**config.mk**
```make
export PLATFORM = sky130hd
export DESIGN_NAME = offset_slide_cal
export DESIGN_NICKNAME = d
export VERILOG_FILES = /design/src/rtl/osc_pkg.sv /design/src/rtl/osc_ctrl.sv /design/src/rtl/osc_tap_chain.sv /design/src/rtl/osc_onehot_enc.sv /design/src/rtl/osc_conv_path.sv /design/src/rtl/offset_slide_cal.sv
export SDC_FILE = /design/constraint.sdc
export NUM_CORES = 1
export LEC_CHECK = 0
export BUFFER_PORTS_ARGS = -buffer_cell sky130_fd_sc_hd__buf_2
export CORE_MARGIN = 1.5
export CORE_UTILIZATION = 40
export DETAILED_ROUTE_END_ITERATION = 6
export PLACE_DENSITY = 0.75
export SLEW_MARGIN = 20
export SYNTH_ARGS = -nofsm -noshare
export SYNTH_HDL_FRONTEND = slang
export SYNTH_SLANG_ARGS = --single-unit
```
**constraint.sdc**
```tcl
create_clock -name clk -period 4.7 [get_ports clk]
set_clock_uncertainty 0.1 [all_clocks]
set_input_delay 0.47 -clock clk [delete_from_list [all_inputs] [get_ports clk]]
set_output_delay 0.47 -clock clk [all_outputs]
set_load 0.02 [all_outputs]
```
**src/rtl/osc_pkg.sv**
```systemverilog
package osc_pkg;
  typedef enum logic {
    MODE_CONV = 1'b0,
    MODE_CAL  = 1'b1
  } osc_mode_e;

  function automatic int idx_width(input int n);
    return (n <= 2) ? 1 : $clog2(n);
  endfunction
endpackage

```
**src/rtl/osc_ctrl.sv**
```systemverilog
module osc_ctrl
  import osc_pkg::*;
(
  input  logic clk,
  input  logic rst,
  input  logic cal_mode,
  input  logic cal_start,
  input  logic cmp_valid,
  input  logic cmp_dec,
  input  logic at_last,
  output logic restart,
  output logic advance,
  output logic settled
);
  logic in_cal;
  logic decide;
  logic wrong_pol;

  assign in_cal    = (osc_mode_e'(cal_mode) == MODE_CAL);
  assign restart   = in_cal & cal_start;
  assign decide    = in_cal & cmp_valid & ~cal_start & ~settled;
  // inverted decision acts as the step trigger for the chain
  assign wrong_pol = ~cmp_dec;
  assign advance   = decide & wrong_pol & ~at_last;

  always_ff @(posedge clk) begin
    if (rst)                   settled <= 1'b0;
    else if (restart)          settled <= 1'b0;
    else if (decide & cmp_dec) settled <= 1'b1;
  end
endmodule

```
**src/rtl/osc_tap_chain.sv**
```systemverilog
module osc_tap_chain #(
  parameter int TAPS = 16
) (
  input  logic            clk,
  input  logic            rst,
  input  logic            restart,
  input  logic            advance,
  output logic [TAPS-1:0] tap_d,
  output logic [TAPS-1:0] tap_q
);
  genvar i;
  generate
    for (i = 0; i < TAPS; i++) begin : g_cell
      if (i == 0) begin : g_head
        assign tap_d[i] = restart ? 1'b1 : (advance ? 1'b0 : tap_q[i]);
      end else if (i == TAPS-1) begin : g_tail
        assign tap_d[i] = restart ? 1'b0 : (advance ? (tap_q[i-1] | tap_q[i]) : tap_q[i]);
      end else begin : g_mid
        assign tap_d[i] = restart ? 1'b0 : (advance ? tap_q[i-1] : tap_q[i]);
      end
      always_ff @(posedge clk) begin
        if (rst) tap_q[i] <= (i == 0);
        else     tap_q[i] <= tap_d[i];
      end
    end
  endgenerate
endmodule

```
**src/rtl/osc_onehot_enc.sv**
```systemverilog
module osc_onehot_enc #(
  parameter int TAPS = 16,
  parameter int IW   = 4
) (
  input  logic            clk,
  input  logic            rst,
  input  logic [TAPS-1:0] onehot_d,
  output logic [IW-1:0]   idx_q,
  output logic            first_q,
  output logic            last_q
);
  logic [IW-1:0] idx_d;

  always_comb begin
    idx_d = '0;
    for (int i = 0; i < TAPS; i++) begin
      if (onehot_d[i]) idx_d = idx_d | IW'(i);
    end
  end

  always_ff @(posedge clk) begin
    if (rst) begin
      idx_q   <= '0;
      first_q <= 1'b1;
      last_q  <= 1'b0;
    end else begin
      idx_q   <= idx_d;
      first_q <= onehot_d[0];
      last_q  <= onehot_d[TAPS-1];
    end
  end
endmodule

```
**src/rtl/osc_conv_path.sv**
```systemverilog
module osc_conv_path (
  input  logic clk,
  input  logic rst,
  input  logic cal_mode,
  input  logic cmp_valid,
  input  logic cmp_dec,
  output logic valid_q,
  output logic bit_q
);
  always_ff @(posedge clk) begin
    if (rst) begin
      valid_q <= 1'b0;
      bit_q   <= 1'b0;
    end else begin
      valid_q <= ~cal_mode & cmp_valid;
      bit_q   <= ~cal_mode & cmp_valid & cmp_dec;
    end
  end
endmodule

```
**src/rtl/offset_slide_cal.sv**
```systemverilog
module offset_slide_cal
  import osc_pkg::*;
#(
  parameter  int TAPS = 16,
  localparam int IW   = idx_width(TAPS)
) (
  input  logic            clk,
  input  logic            rst,
  input  logic            cal_mode,
  input  logic            cal_start,
  input  logic            cmp_valid,
  input  logic            cmp_dec,
  output logic [TAPS-1:0] tap_sel,
  output logic [IW-1:0]   tap_idx,
  output logic            at_begin,
  output logic            at_end,
  output logic            settled,
  output logic            conv_valid,
  output logic            conv_bit
);
  logic            restart;
  logic            advance;
  logic [TAPS-1:0] tap_d;

  osc_ctrl u_ctrl (
    .clk       (clk),
    .rst       (rst),
    .cal_mode  (cal_mode),
    .cal_start (cal_start),
    .cmp_valid (cmp_valid),
    .cmp_dec   (cmp_dec),
    .at_last   (tap_sel[TAPS-1]),
    .restart   (restart),
    .advance   (advance),
    .settled   (settled)
  );

  osc_tap_chain #(.TAPS(TAPS)) u_chain (
    .clk     (clk),
    .rst     (rst),
    .restart (restart),
    .advance (advance),
    .tap_d   (tap_d),
    .tap_q   (tap_sel)
  );

  osc_onehot_enc #(.TAPS(TAPS), .IW(IW)) u_enc (
    .clk      (clk),
    .rst      (rst),
    .onehot_d (tap_d),
    .idx_q    (tap_idx),
    .first_q  (at_begin),
    .last_q   (at_end)
  );

  osc_conv_path u_conv (
    .clk       (clk),
    .rst       (rst),
    .cal_mode  (cal_mode),
    .cmp_valid (cmp_valid),
    .cmp_dec   (cmp_dec),
    .valid_q   (conv_valid),
    .bit_q     (conv_bit)
  );
endmodule

```
# --- Word-level counts from Yosys, hierarchy flattened ---
# Cells that the tools add are included.
word_totals:
  reg_bits: 23
classes:
  n_mux: 45
  n_reduce_logical: 1
  bitwise: 15
op_table:
  columns: ["op", "count"]
  rows:
  - ["4-bit 2-to-1 mux", 8]
  - ["1-bit 2-to-1 mux", 31]
  - ["3-bit 2-to-1 mux", 4]
  - ["1-bit bitwise AND", 9]
  - ["1-bit NOT", 5]
  - ["2-bit 2-to-1 mux", 2]
  - ["2-bit OR reduction", 1]
  - ["1-bit bitwise OR", 1]

# --- Depth between registers and ports, before layout ---
logic_depth:
  word_depth: 22
  ltp_mapped: 6

# --- Cells and area by module ---
# From an unflattened synthesis, not the netlist that was laid out.
unflattened:
  cells_unflattened: 100
  hier_area_um2: 969.7
by_module_without_submodules:
  columns: ["mod", "area_each_um2", "cells_each", "seq_area_each_um2", "n_inst"]
  rows:
  - ["osc_tap_chain", 656.9, 71, 320.3, 1]
  - ["osc_onehot_enc", 202.7, 19, 120.1, 1]
  - ["osc_conv_path", 60.1, 4, 40.0, 1]
  - ["osc_ctrl", 50.0, 6, 20.0, 1]

# --- Worst setup path after synthesis ---
# Ideal clock, no wire load.
synth_path:
  kind: "input to register"
  from: "in cal_start"
  to: "reg u_enc.idx_q[1]"
  required_ns: 4.523
  t_arrival_ns: 1.474
  stages: 5
  path_slack_ns: 3.049
  path_cell_list: "nor4_4 and2b_1 buf_6 mux2_4 a41oi_2"
synth_via:
  elab_chain_len: 21
  word_cells_on_any_way: 36
  classes_between: "mux (30); bitwise (6)"
synth_rtl:
  columns: ["element", "line_no", "source"]
  rows:
  - ["start: declaration", "offset_slide_cal.sv:10", "input logic cal_start,"]
  - ["1-bit NOT", "osc_ctrl.sv:21", "assign decide = in_cal & cmp_valid & ~cal_start & ~settled;"]
  - ["1-bit bitwise AND (2 in a row)", "osc_ctrl.sv:21", null]
  - ["1-bit bitwise AND (2 in a row)", "osc_ctrl.sv:24", "assign advance = decide & wrong_pol & ~at_last;"]
  - ["1-bit 2-to-1 mux (2 in a row)", "osc_tap_chain.sv:19", "assign tap_d[i] = restart ? 1'b0 : (advance ? tap_q[i-1] : tap_q[i]);"]
  - ["2-bit 2-to-1 mux (2 in a row)", "osc_onehot_enc.sv:17", "if (onehot_d[i]) idx_d = idx_d | IW'(i);"]
  - ["3-bit 2-to-1 mux (4 in a row)", "osc_onehot_enc.sv:17", null]
  - ["4-bit 2-to-1 mux (7 in a row)", "osc_onehot_enc.sv:17", null]
  - ["4-bit 2-to-1 mux (*)", "osc_onehot_enc.sv:17", null]
  - ["end signal: assignment", "osc_onehot_enc.sv:27", "idx_q <= idx_d;"]
  - ["end: declaration", "osc_onehot_enc.sv:8", "output logic [IW-1:0] idx_q,"]
# Every way passes the cells marked *; elsewhere a longest branch is shown, timed or not.
# A chain may end at the register's enable or synchronous reset.

# --- Worst setup path in the final report ---
layout_path:
  from: "reg u_ctrl.settled"
  to: "reg u_enc.idx_q[1]"
layout_via:
  elab_chain_len: 20
  word_cells_on_any_way: 34
  classes_between: "mux (30); bitwise (4)"
layout_rtl:
  columns: ["element", "line_no", "source"]
  rows:
  - ["start: declaration", "osc_ctrl.sv:13", "output logic settled"]
  - ["start signal: assignment", "osc_ctrl.sv:27", "if (rst) settled <= 1'b0;"]
  - ["start signal: assignment", "osc_ctrl.sv:28", "else if (restart) settled <= 1'b0;"]
  - ["start signal: assignment", "osc_ctrl.sv:29", "else if (decide & cmp_dec) settled <= 1'b1;"]
  - ["1-bit NOT (*)", "osc_ctrl.sv:21", null]
  - ["1-bit bitwise AND (*)", "osc_ctrl.sv:21", null]
  - ["1-bit bitwise AND (*) (2 in a row)", "osc_ctrl.sv:24", null]
  - ["1-bit 2-to-1 mux (2 in a row)", "osc_tap_chain.sv:19", null]
  - ["2-bit 2-to-1 mux (2 in a row)", "osc_onehot_enc.sv:17", null]
  - ["3-bit 2-to-1 mux (4 in a row)", "osc_onehot_enc.sv:17", null]
  - ["4-bit 2-to-1 mux (7 in a row)", "osc_onehot_enc.sv:17", null]
  - ["4-bit 2-to-1 mux (*)", "osc_onehot_enc.sv:17", null]
# Marks and branches as above.

==> flow_metrics.env <==
export IMPL_grt_pass1_vias=703
export IMPL_max_freq_mhz=523
export IMPL_ctsLongestPathBuffers=2
export IMPL_critPathRequiredTime_ns=4.84
export IMPL_crit_fanout=16
export IMPL_crit_family="simple AND/OR/NAND/NOR gates"
export IMPL_syn_to_final_growth_pct=16.9
export IMPL_route_vias_total=841
export IMPL_critical_path_arrival_ns=2.06
export IMPL_synthCells=109
export IMPL_synthArstFlopShare=0
export IMPL_wl_per_cell_um=12.3
export IMPL_fin_setup_tns_ns=0
export IMPL_gr_total_overflow=0
export IMPL_grt_max_degree=22
export IMPL_ys_seq_area_frac=0.477
export IMPL_fin_util=0.500
export IMPL_slew_headroom=0.538
export IMPL_crit_slowest_cell="and2b_1"
export IMPL_cp_cell_sequence="nor4_4 -> and2b_1 -> mux2_4 -> a41oi_2"
export IMPL_worst_r2r_path_depth=4
export IMPL_cts_sinks=23
export IMPL_hold_violations=0
export IMPL_wl_mm=2.02
export IMPL_drt_vias_per_instance=5.13
export IMPL_timing_max_cap_violations=0
export IMPL_synth_edf_count=0
export IMPL_cp_num_cells=4
export IMPL_dr_pass1_iters=4
export IMPL_drt_iter0_markers=17
export IMPL_min_path_type="input pin to register"
export IMPL_vdd_drop_max_mv=0.166
export IMPL_grt_antenna_before_repair=0
export IMPL_yosysMostFrequentCell="nand2_1"
export IMPL_multi_input_area_um2=455
export IMPL_grt_pass1_wl_mm=3.13
export IMPL_drc=0
export IMPL_cts_setup_buffers=0
export IMPL_dpl_hpwl_mm=1.43
export IMPL_period_share=0.407
export IMPL_initial_core_util=0.428
export IMPL_dieHeight_um=52.1
export IMPL_p_leak_nw=0.454
export IMPL_grt_usage=0.157
export IMPL_synth_fp_nets=115
export IMPL_dp_cells=160
export IMPL_yosys_top_cells_count="30 x nand2_1, 23 x dfxtp_1, 16 x a21oi_1"
export IMPL_drive_above_1_share=0.301
export IMPL_register_area_um2=460
export IMPL_fin_crit_ns=1.91
export IMPL_status="completed"
export IMPL_power_density_nw_per_um2=272
export IMPL_antenna_left=0
export IMPL_cts_buffers=3
export IMPL_cts_tree="built"
export IMPL_post_cts_resized=0
export IMPL_synth_distinct_cells=24
export IMPL_yosysWarnings=0
export IMPL_yosys_top_cells_area="dfxtp_1 48%, nand2_1 12%, a21oi_1 8.3%, nor2_1 3.5%, a41oi_2 3.4%"
export IMPL_synth_top_area_frac=0.477
export IMPL_end_kind="register"
export IMPL_setup_violations=0
export IMPL_placementRows=17
export IMPL_max_stage_delay_ns=0.52
export IMPL_cts_root_buf="clkbuf_4"
export IMPL_yosysTopAreaCell="dfxtp_1"
export IMPL_cts_hold_buffers=0
export IMPL_synthesis_area_um2=965
export IMPL_io_buffers=30
export IMPL_routabilityCongestion=0.785
export IMPL_rsz0062_at_grt="false"
export IMPL_final_cells=164
export IMPL_whs_path_depth=2
export IMPL_cts_clk_slew_worst_paths_ns=0.12
export IMPL_nFillCells=225
export IMPL_die_w_um=52.1
export IMPL_num_antenna_cells=0
export IMPL_tightest_slew_ns=0.693
export IMPL_drv_slew=0
export IMPL_synth_top_flop_cell="dfxtp_1"
export IMPL_crit_buf_inv=0
export IMPL_avgSynthCellArea_um2=8.85
export IMPL_clk_latency_ns=0.31
export IMPL_critPathKind="register to register"
export IMPL_htreeDepth=1
export IMPL_fin_nets=143
export IMPL_synth_seq_cells=23
export IMPL_core_area_um2=2250
export IMPL_die_area_um2=2720
export IMPL_ios=31
export IMPL_worstSetupStartpointType="register"
where the power goes:
part           leakage, nW  internal, mW  switching, mW  total (mW)
Sequential           0.186         0.196        0.00115       0.198
Combinational        0.253       0.00622         0.0131      0.0193
Clock               0.0150        0.0331         0.0565      0.0896
Total                0.454         0.236         0.0707       0.307
per-stage QoR:
step / hold slack, ns / instance area [µm²] / power [mW] / setup slack, ns
4_1_cts: 0.226 / 1130 / 0.308 / 2.79
6_report: 0.231 / 1130 / 0.307 / 2.79
3_3_place_gp: 0.378 / 1100 / 0.221 / 2.63
3_5_place_dp: 0.390 / 1100 / 0.221 / 2.58
2_1_floorplan: 0.451 / 965 / 0.215 / 3.05
5_1_grt: 0.222 / 1130 / 0.317 / 2.68
layer usage:
layer  share of wire  wire length (µm)  global-route usage  vias up
li1                -                 -                   -      431
met1            0.47               953               0.200      386
met2            0.47               944               0.251       19
met3           0.038                76              0.0201        5
met4           0.024                48              0.0921        0
met5               0                 0                   0        -
logic make-up (layout without fill, tap and decap cells):
family / Yosys count / after routing / share of synthesized area
DFF: 23 / 23 / 0.477
and+or+nand+nor: 52 / 52 / 0.261
buffers and inverters: 7 / 34 / 0.0506
AOI/OAI and AO/OA: 22 / 22 / 0.148
muxes: 5 / 5 / 0.0636
sequential cells by signal (all words and copies together), names as in the netlist:
signal / cells
u_chain.tap_q: 14
u_conv.bit_q: 1
u_conv.valid_q: 1
u_ctrl.settled: 1
u_enc.first_q: 1
u_enc.idx_q: 4
u_enc.last_q: 1
cells in the final DEF, fill, tap and decap left out:
cell type  netlist  final
a41oi_1          1      1
mux2_4           2      2
and2_1           1      1
a21oi_1         16     16
nand3_2          1      1
nor3_1           4      4
nand2_1         30     30
nor3b_1          1      1
a41oi_2          2      2
nor4_2           1      1
clkbuf_4         0      3
mux2_1           1      1
mux2i_1          2      2
a21o_1           2      2
nor4_4           1      1
nor4_1           1      1
nor2_1           9      9
or2_2            1      1
and2b_1          1      1
clkbuf_1         3      1
dfxtp_1         23     23
or4_1            1      1
a31oi_1          1      1
buf_2            0     30
worst paths after layout:
path	startpoint	end	slack, ns
worst max-delay path	u_ctrl.settled	u_enc.idx_q[1]	2.79
worst min-delay path	rst	u_conv.valid_q	0.23
worst max register to register	u_ctrl.settled	u_enc.idx_q[1]	2.79
worst min register to register	u_enc.first_q	u_chain.tap_q[1]	0.41
layout make-up:
class / instances / share of cell area
flip-flops and latches: 23 / 0.408
well taps: 28 / 0.0311
clock buffers: 4 / 0.0233
repair buffers: 30 / 0.133
multi-input cells: 79 / 0.404
Note: power is estimated with default switching activity, not from simulation.
